$ cat config.mk
export PLATFORM = sky130hd
export DESIGN_NAME = operand_reorder_q
export DESIGN_NICKNAME = d
export VERILOG_FILES = /design/src/rtl/orq_pkg.sv /design/src/rtl/tag_pool.sv /design/src/rtl/func_fifo.sv /design/src/rtl/operand_buf.sv /design/src/rtl/operand_reorder_q.sv
export SDC_FILE = /design/constraint.sdc
export NUM_CORES = 2
export LEC_CHECK = 0
export BUFFER_PORTS_ARGS = -buffer_cell sky130_fd_sc_hd__buf_2
export CAP_MARGIN = 20
export CORE_ASPECT_RATIO = 0.9
export CORE_UTILIZATION = 30
export CTS_BUF_LIST = sky130_fd_sc_hd__clkbuf_4
export DETAILED_ROUTE_END_ITERATION = 10
export HOLD_SLACK_MARGIN = 0.02
export PLACE_DENSITY = 0.52
export SYNTH_ARGS = -nofsm -noshare
export SYNTH_HDL_FRONTEND = slang
export SYNTH_HIERARCHICAL = 1
export SYNTH_SLANG_ARGS = --single-unit
export TNS_END_PERCENT = 5
$ cat constraint.sdc
create_clock -name clk_i -period 37.5 [get_ports clk_i]
set_clock_uncertainty 0.15 [all_clocks]
set_input_delay 7.5 -clock clk_i [delete_from_list [all_inputs] [get_ports clk_i]]
set_output_delay 7.5 -clock clk_i [all_outputs]
set_load 0.02 [all_outputs]
$ cat src/rtl/orq_pkg.sv
package orq_pkg;
  parameter int unsigned DEF_QDEPTH = 6;
  parameter int unsigned DEF_NBUF   = 8;
  parameter int unsigned DEF_FUNC_W = 8;
  parameter int unsigned DEF_DATA_W = 128;

  typedef enum logic [1:0] {
    SRC_NONE = 2'd0,
    SRC_LIT  = 2'd1,
    SRC_BUF  = 2'd2
  } op_src_e;
endpackage

$ cat src/rtl/tag_pool.sv
module tag_pool #(
  parameter int unsigned NBUF = 8,
  localparam int unsigned TW = $clog2(NBUF)
) (
  input  logic          clk_i,
  input  logic          rst_ni,
  input  logic          alloc_i,
  input  logic          free_i,
  input  logic [TW-1:0] free_tag_i,
  output logic          avail_o,
  output logic [TW-1:0] tag_o
);
  logic [NBUF-1:0] free_q;

  // lowest free index wins
  always_comb begin
    avail_o = 1'b0;
    tag_o   = '0;
    for (int i = NBUF - 1; i >= 0; i--) begin
      if (free_q[i]) begin
        avail_o = 1'b1;
        tag_o   = TW'(i);
      end
    end
  end

  always_ff @(posedge clk_i or negedge rst_ni) begin
    if (!rst_ni) free_q <= '1;
    else begin
      if (alloc_i) free_q[tag_o] <= 1'b0;
      if (free_i)  free_q[free_tag_i] <= 1'b1;
    end
  end

  p_fresh_tag_r2: assert property (@(posedge clk_i) disable iff (!rst_ni)
    alloc_i |=> !free_q[$past(tag_o)]);
  p_no_double_free_r9: assert property (@(posedge clk_i) disable iff (!rst_ni)
    free_i |-> !free_q[free_tag_i]);
endmodule

$ cat src/rtl/func_fifo.sv
module func_fifo #(
  parameter int unsigned DEPTH = 6,
  parameter int unsigned W     = 8,
  localparam int unsigned PW   = (DEPTH > 1) ? $clog2(DEPTH) : 1,
  localparam int unsigned CW   = $clog2(DEPTH + 1)
) (
  input  logic         clk_i,
  input  logic         rst_ni,
  input  logic         push_i,
  input  logic [W-1:0] din_i,
  input  logic         pop_i,
  output logic [W-1:0] dout_o,
  output logic         empty_o,
  output logic         full_o
);
  logic [W-1:0]  mem_q [DEPTH];
  logic [PW-1:0] wr_q, rd_q;
  logic [CW-1:0] cnt_q;

  function automatic logic [PW-1:0] nxt(input logic [PW-1:0] p);
    return (p == PW'(DEPTH - 1)) ? '0 : p + 1'b1;
  endfunction

  assign empty_o = (cnt_q == '0);
  assign full_o  = (cnt_q == CW'(DEPTH));
  assign dout_o  = mem_q[rd_q];

  always_ff @(posedge clk_i or negedge rst_ni) begin
    if (!rst_ni) begin
      wr_q  <= '0;
      rd_q  <= '0;
      cnt_q <= '0;
    end else begin
      if (push_i) wr_q <= nxt(wr_q);
      if (pop_i)  rd_q <= nxt(rd_q);
      if (push_i && !pop_i)      cnt_q <= cnt_q + 1'b1;
      else if (!push_i && pop_i) cnt_q <= cnt_q - 1'b1;
    end
  end

  always_ff @(posedge clk_i) begin
    if (push_i) mem_q[wr_q] <= din_i;
  end

  p_no_overflow_r3: assert property (@(posedge clk_i) disable iff (!rst_ni)
    push_i |-> !full_o);
  p_no_underflow_r4: assert property (@(posedge clk_i) disable iff (!rst_ni)
    pop_i |-> !empty_o);
  p_count_bound_r3: assert property (@(posedge clk_i) disable iff (!rst_ni)
    cnt_q <= CW'(DEPTH));
endmodule

$ cat src/rtl/operand_buf.sv
module operand_buf #(
  parameter int unsigned NBUF = 8,
  parameter int unsigned DW   = 128,
  localparam int unsigned TW  = $clog2(NBUF)
) (
  input  logic          clk_i,
  input  logic          rst_ni,
  input  logic          wr_en_i,
  input  logic [TW-1:0] wr_tag_i,
  input  logic [DW-1:0] wr_data_i,
  input  logic [TW-1:0] rd_tag_i,
  input  logic          clr_i,
  output logic          hit_o,
  output logic [DW-1:0] rd_data_o
);
  logic [DW-1:0]   data_q [NBUF];
  logic [NBUF-1:0] full_q;
  logic            fwd;

  assign fwd       = wr_en_i && (wr_tag_i == rd_tag_i) && !full_q[rd_tag_i];
  assign hit_o     = full_q[rd_tag_i] || fwd;
  assign rd_data_o = fwd ? wr_data_i : data_q[rd_tag_i];

  always_ff @(posedge clk_i or negedge rst_ni) begin
    if (!rst_ni) full_q <= '0;
    else begin
      if (wr_en_i) full_q[wr_tag_i] <= 1'b1;
      if (clr_i)   full_q[rd_tag_i] <= 1'b0;  // clear wins on same-tag forward
    end
  end

  always_ff @(posedge clk_i) begin
    if (wr_en_i) data_q[wr_tag_i] <= wr_data_i;
  end

  p_stall_until_reply_r5: assert property (@(posedge clk_i) disable iff (!rst_ni)
    clr_i |-> (full_q[rd_tag_i] || (wr_en_i && wr_tag_i == rd_tag_i)));
  p_cleared_after_issue_r9: assert property (@(posedge clk_i) disable iff (!rst_ni)
    clr_i |=> !full_q[$past(rd_tag_i)]);
endmodule

$ cat src/rtl/operand_reorder_q.sv
module operand_reorder_q
  import orq_pkg::*;
#(
  parameter int unsigned QDEPTH = DEF_QDEPTH,
  parameter int unsigned NBUF   = DEF_NBUF,
  parameter int unsigned FUNC_W = DEF_FUNC_W,
  parameter int unsigned DATA_W = DEF_DATA_W,
  localparam int unsigned TAG_W = $clog2(NBUF)
) (
  input  logic              clk_i,
  input  logic              rst_ni,
  input  logic              req_valid_i,
  output logic              req_ready_o,
  input  logic              req_lit_i,
  input  logic [FUNC_W-1:0] req_func_i,
  input  logic [DATA_W-1:0] req_lit_data_i,
  output logic [TAG_W-1:0]  req_tag_o,
  input  logic              rsp_valid_i,
  input  logic [TAG_W-1:0]  rsp_tag_i,
  input  logic [DATA_W-1:0] rsp_data_i,
  output logic              out_valid_o,
  input  logic              out_ready_i,
  output logic [FUNC_W-1:0] out_func_o,
  output logic [DATA_W-1:0] out_data_o
);
  typedef struct packed {
    logic              lit;
    logic [FUNC_W-1:0] func;
    logic [TAG_W-1:0]  tag;
    logic [DATA_W-1:0] data;
  } entry_t;

  localparam int unsigned EW = $bits(entry_t);

  entry_t            wr_ent, head;
  logic [EW-1:0]     head_raw;
  logic              q_empty, q_full, push, pop, alloc, mem_pop;
  logic              pool_avail, buf_hit;
  logic [DATA_W-1:0] buf_data;
  op_src_e           src;

  assign req_ready_o = !q_full && (req_lit_i || pool_avail);
  assign push        = req_valid_i && req_ready_o;
  assign alloc       = push && !req_lit_i;

  always_comb begin
    wr_ent      = '0;
    wr_ent.lit  = req_lit_i;
    wr_ent.func = req_func_i;
    wr_ent.tag  = req_tag_o;
    wr_ent.data = req_lit_i ? req_lit_data_i : '0;
  end

  tag_pool #(.NBUF(NBUF)) u_pool (
    .clk_i, .rst_ni,
    .alloc_i    (alloc),
    .free_i     (mem_pop),
    .free_tag_i (head.tag),
    .avail_o    (pool_avail),
    .tag_o      (req_tag_o)
  );

  func_fifo #(.DEPTH(QDEPTH), .W(EW)) u_fifo (
    .clk_i, .rst_ni,
    .push_i  (push),
    .din_i   (wr_ent),
    .pop_i   (pop),
    .dout_o  (head_raw),
    .empty_o (q_empty),
    .full_o  (q_full)
  );
  assign head = entry_t'(head_raw);

  operand_buf #(.NBUF(NBUF), .DW(DATA_W)) u_buf (
    .clk_i, .rst_ni,
    .wr_en_i   (rsp_valid_i),
    .wr_tag_i  (rsp_tag_i),
    .wr_data_i (rsp_data_i),
    .rd_tag_i  (head.tag),
    .clr_i     (mem_pop),
    .hit_o     (buf_hit),
    .rd_data_o (buf_data)
  );

  always_comb begin
    if (q_empty)       src = SRC_NONE;
    else if (head.lit) src = SRC_LIT;
    else if (buf_hit)  src = SRC_BUF;
    else               src = SRC_NONE;
  end

  assign out_valid_o = (src != SRC_NONE);
  assign out_func_o  = head.func;
  assign out_data_o  = (src == SRC_LIT) ? head.data : buf_data;
  assign pop         = out_valid_o && out_ready_i;
  assign mem_pop     = pop && !head.lit;

  p_tag_for_every_slot_r3: assert property (@(posedge clk_i) disable iff (!rst_ni)
    !q_full |-> pool_avail);
  p_hold_valid_r8: assert property (@(posedge clk_i) disable iff (!rst_ni)
    (out_valid_o && !out_ready_i) |=> out_valid_o);
  p_hold_data_r8: assert property (@(posedge clk_i) disable iff (!rst_ni)
    (out_valid_o && !out_ready_i) |=> ($stable(out_func_o) && $stable(out_data_o)));
endmodule

* Yosys cells after proc, flatten, opt, wreduce, memory -nomap -nowiden *
Memory sizes are Yosys's and may differ from the RTL's.
Index checks and enable logic that the tools add are counted.

storage, ports and cells
  flip-flop bits (word level) = 25
  bits in writable memories = 1864
  memories kept = 2
  logic and storage cells = 93
  input bits = 273
  output and inout port bits = 141

operators by class
  reductions and logical operators = 23
  magnitude comparators = 6
  eq/ne operators = 5
  muxes and demuxes = 42
  bitwise operators = 6
  $add $sub $neg = 4

memories
  name          depth  width  read ports  clocked after memory_dff  wr ports  RTL line           source
  u_buf.data_q  8      128    1           0                         1         operand_buf.sv:16  logic [DW-1:0] data_q [NBUF];
  u_fifo.mem_q  6      140    1           0                         1         func_fifo.sv:16    logic [W-1:0] mem_q [DEPTH];

operators with widths
  operator             number
  $mux 128             3
  $mux 3               12
  $mux 8               4
  $and 8x8->8          2
  $mux 1               16
  $not 8->8            2
  $or 8x8->8           2
  $logic_and 1x1->1    12
  $lt 3x4->1 const B   3
  $add 3x1->3 const B  3
  $demux 1 s3          3
  $eq 3x3->1 const B   3
  $ge 3x1->1 const B   3
  $logic_not 1->1      6
  $mux 2               3
  $reduce_bool 2->1    2
  $bmux 1 s3           1
  $eq 3x3->1           1
  $logic_not 3->1      1
  $sub 3x1->3 const B  1
  $eq 2x1->1 const B   1
  $logic_or 1x1->1     2

* Longest topological paths before layout *
  depth after elaboration = 17
  depth in mapped cells = 20
  mapped depth without buffers = 15

* By module *
Netlist, hierarchy kept.

modules (own cells, without submodules)
  module             area each (um2)  cells an instance  sequential area each (um2)  instances
  operand_buf        40935.5          1944               30949.7                     1
  func_fifo          32906.6          1674               25449.4                     1
  operand_reorder_q  2999.1           293                0.0                         1
  tag_pool           454.2            50                 210.2                       1

* Least setup slack after synthesis *
No wires, ideal clock.

  kind = input-to-reg
  start = input port req_lit_i
  end = memory u_fifo/mem_q[0][0] (netlist name), enable pin
  library setup time = 1031 ps
  cell stages on the path = 4
  data arrival time = 22569 ps
  data required time = 36319 ps
  buffers on the path = 1
  path slack = 13750 ps
  cells stage by stage = clkbuf_1 nor2_1 nor3b_1 nor4b_1

on the way
  longest elaborated chain between the ends = 5

RTL lines
  item                          RTL line                 source
  from (decl)                   operand_reorder_q.sv:14  input logic req_lit_i,
  $logic_or 1x1->1              operand_reorder_q.sv:42  assign req_ready_o = !q_full && (req_lit_i || pool_avail);
  $logic_and 1x1->1             operand_reorder_q.sv:42
  $logic_and 1x1->1             operand_reorder_q.sv:43  assign push = req_valid_i && req_ready_o;
  named net push                operand_reorder_q.sv:37  logic q_empty, q_full, push, pop, alloc, mem_pop;
  $mux 1                        func_fifo.sv:42          if (push_i) mem_q[wr_q] <= din_i;
  $mux 1 (not written as such)  func_fifo.sv:42
  to (decl)                     func_fifo.sv:16

The timed path passes the listed nets, and every way through them passes these cells.

* Worst setup path in the final report *
  start = input port rsp_tag_i[1]
  end = output port out_data_o[94]

on the way
  elaborated cells between the ends (all ways) = 10
  those cells by class = 2 x eq/ne; 5 x mux; 3 x reduce/logical

RTL lines
  item                            RTL line                 source
  from (decl)                     operand_reorder_q.sv:19  input logic [TAG_W-1:0] rsp_tag_i,
  $eq 3x3->1                      operand_buf.sv:20        assign fwd = wr_en_i && (wr_tag_i == rd_tag_i) && !full_q[rd_tag_i];
  $logic_and 1x1->1 (2 in a row)  operand_buf.sv:20
  $mux 128                        operand_buf.sv:22        assign rd_data_o = fwd ? wr_data_i : data_q[rd_tag_i];
  named net buf_data[94]          operand_reorder_q.sv:39  logic [DATA_W-1:0] buf_data;
  $mux 128                        operand_reorder_q.sv:94  assign out_data_o = (src == SRC_LIT) ? head.data : buf_data;
  to (decl)                       operand_reorder_q.sv:24  output logic [DATA_W-1:0] out_data_o

The timed path passes the listed nets, and every way through them passes these cells.

==> flow_summary.ini <==
[final_layout]
fin_area_um2 = 89700
drive_gt1_frac = 0.4029
nFillCells = 24447
synthToLayoutAreaGrowth_pct = 16.04
fin_nets = 5041

[worst_setup_path]
slowest_delay_ps = 720
cp.arrival_ps = 10510
rrSetupSlack_ps = 31860
worstSetupPathType = in2out
path_buf_inv = 4
crit_family = buffers and inverters
slowest_stage = buf_4
cp_max_fo = 35
worstPathCellList = buf_2 > xnor2_1 > and4_1 > nand2_8 > buf_4 > buf_4 > mux2_4 > mux2_4 > buf_2
rr_endpoint = u_fifo/cnt_q[1]
cp.required_ps = 29850
cp-start-kind = input port
endpoint_kind = output port
ff2ff_path_depth = 14
r2r_start = u_fifo/rd_q[0]

[timing]
layout_min_cycle_time_ps = 18160
worst_pin_slew_ps = 1015
max-slew-margin-rel = 0.3234
slew_viol_final = 0
finalSetupViolations = 0
final.setup.worst_slack_ps = 19340
timing.fmax_mhz = 55.07
hold_viol_final = 0
rsz0062_at_grt = no
setup_tns_ps = 0
fin_crit_sh = 0.4842

[clock_network]
postCtsSetupBuffers = 0
cts.clk_slew.worst_paths_ps = 50
cts_num_sinks = 1889
cts_inserted_buffers = 530
clock_latency_ps = 1260
hold_buffers = 0
cts_resized = 0
clk_path_buf_depth = 4
htreeDepth = 6
cts_tree = built
root_buffer = clkbuf_4

[floorplanning]
io_pins = 414
rows = 176
fp.dieW_um = 537.1
core_area_um2 = 255900
die_area_um2 = 259700
chipHeight_um = 483.5
start_util = 0.3021

[synth]
synth_top_family_by_area = multiplexers
syn_area_um2 = 77300
synth_seq_cells = 1889
synthMuxAreaShare = 0.1792
synth_area_leaders = edfxtp_1 (72%), mux4_2 (7.5%), mux2_4 (3.8%)
synth-adder-area-share = 0.0004209
synth_xor_area_frac = 0.0009065
synth_cells = 3961
syn_area_per_cell_um2 = 19.51
synth_compound_area_frac = 0.02566
synth_edf_count = 1864
ys_seq_area_frac = 0.7324
yosysTopAreaCell = edfxtp_1
synth.distinct_cells = 56
synthFlopType = edfxtp_1
synth_nets = 4236
synthSimpleGateAreaFrac = 0.04063
synth_top_area_share = 0.7242
async_flop_share = 0.01323
yosysWarningCount = 6

[worst_hold_path]
whs_endpoint = u_pool/free_q[7]
min_from = u_pool/free_q[7]
hold_path_class = reg2reg
whs_path_depth = 2

[routing]
wire_per_inst_um = 23.58
dr.first_iter.drc_count = 2729
drc = 0
via_per_inst = 4.715
wl_mm = 200.8
drtAntennaViolNets = 0
first_pass_iters = 7
vias = 40146

[placement]
place_worst_setup_slack_ps = 19350
placed_area_um2 = 82940
port_buffers = 413
dp_hpwl_mm = 115.0
gp_congestion = 0.7097

[pwr]
powerDensity_nw_per_um2 = 87.93
power_uw = 7887
p_leak_uw = 0.03148
ir_worst_vdd_v = 0.00008037

[global_route]
grt.met2_usage = 0.2477
grt_pass1_wl_mm = 290.0
grt_pass1_vias = 42157
antenna_found_initial = 64
met1_usage = 0.2045
busiest_layer = met2
grt-ovfl-total = 0
grt_usage = 0.1526
grt_max_degree = 110
use_met3 = 0.03502

[status]
status = complete, no violations

[job]
cap_violations = 0
[worst max-delay path by stage]
stage | from | end | slack [ps] | cells past startpoint
global placement | rsp_tag_i[1] | out_data_o[93] | 19390 | 9
global route | rsp_tag_i[1] | out_data_o[98] | 19250 | 9
detailed placement | rsp_tag_i[1] | out_data_o[94] | 19350 | 9
CTS | rsp_tag_i[1] | out_data_o[94] | 19340 | 9
floorplan | req_lit_i | u_fifo/mem_q[0][0] | 13750 | 4
finish | rsp_tag_i[1] | out_data_o[94] | 19340 | 9
[metrics by stage]
step | util | cells | hold WS, ps
2_1_floorplan | - | 3961 | 307.9
3_3_place_gp | 0.3241 | 7616 | 326.0
3_5_place_dp | 0.3241 | 7616 | 330.1
4_1_cts | 0.3504 | 8502 | 337.8
5_1_grt | 0.3505 | 8510 | 351.8
6_report | 0.3505 | 8515 | 347.2
[registers in the layout (all words and copies together), names as in the netlist]
register / flops
u_buf/data_q: 1024
u_fifo/mem_q: 840
u_buf/full_q: 8
u_pool/free_q: 8
u_fifo/cnt_q: 3
u_fifo/rd_q: 3
u_fifo/wr_q: 3
[cell type report]
class	instances	area, um2	area share
Sequential cell	1889	56620	0.6312
Multi-Input combinational cell	1837	19240	0.2145
Clock buffer	757	5683	0.06336
Tap cell	3382	4232	0.04718
Timing Repair Buffer	498	2808	0.03130
Clock inverter	129	1040	0.01159
Inverter	10	42.54	0.0004743
Antenna cell	13	32.53	0.0003627
[synth_stat cells, drive strengths merged (6+ instances only)]
| cell | number |
|---|---|
| and2 | 128 |
| edfxtp | 1864 |
| inv | 10 |
| mux2 | 396 |
| mux4 | 256 |
| nand2b | 6 |
| clkbuf | 56 |
| nor2 | 19 |
| o221ai | 140 |
| mux2i | 289 |
| dfstp | 8 |
| dfrtp | 17 |
| o21ai | 9 |
| nand2 | 539 |
| buf | 169 |
[logic make-up after synthesis]
kind of cell	Yosys count
muxes	941
xor gates and xnor gates	8
DFF	1889
AOI/OAI and AO/OA	169
and+or+nand+nor	717
adders and majority gates	2
buffers and inverters	235
[cells in the final DEF, fill, tap and decap left out, types with 3 or more instances in the layout]
cell / count
o32a_1: 3
nor2_4: 6
inv_2: 9
buf_4: 78
xnor2_1: 4
mux2_4: 196
o221ai_2: 86
o221ai_4: 3
and2_1: 128
o21ai_1: 3
clkinv_1: 69
dfstp_2: 8
clkbuf_4: 757
clkinv_2: 14
clkinvlp_4: 7
xor2_1: 4
nand2b_1: 5
mux2i_1: 289
nand2_1: 538
inv_6: 8
buf_2: 412
buf_12: 8
a31oi_1: 4
nor2b_1: 4
clkinv_4: 6
bufinv_16: 17
edfxtp_1: 1864
diode_2: 13
mux2_1: 25
o21ai_0: 5
nor3_2: 3
dfrtp_1: 15
mux2_2: 175
nor2_1: 13
o221ai_1: 51
inv_1: 9
mux4_2: 256
[report_power, final]
| part | leakage, uW | internal [uW] | switching, uW |
|---|---|---|---|
| clock | 0.00398 | 1040 | 861 |
| combinational | 0.0102 | 1470 | 1910 |
| sequential | 0.0173 | 2540 | 60.8 |
| total | 0.0315 | 5060 | 2830 |
[tightest hold or removal path: cells and delay by family (launching register included)]
family                 cells  cell delay (ps)
buffers and inverters      1               50
flip-flops                 1              380
AO/OA/AOI/OAI              1               60
[metal layers]
layer | share of wire | vias up
li1 | - | 17727
met1 | 0.45 | 20775
met2 | 0.48 | 1208
met3 | 0.055 | 402
met4 | 0.022 | 34
met5 | 0.0011 | -
No activity file was read; power rests on OpenSTA's default activity.
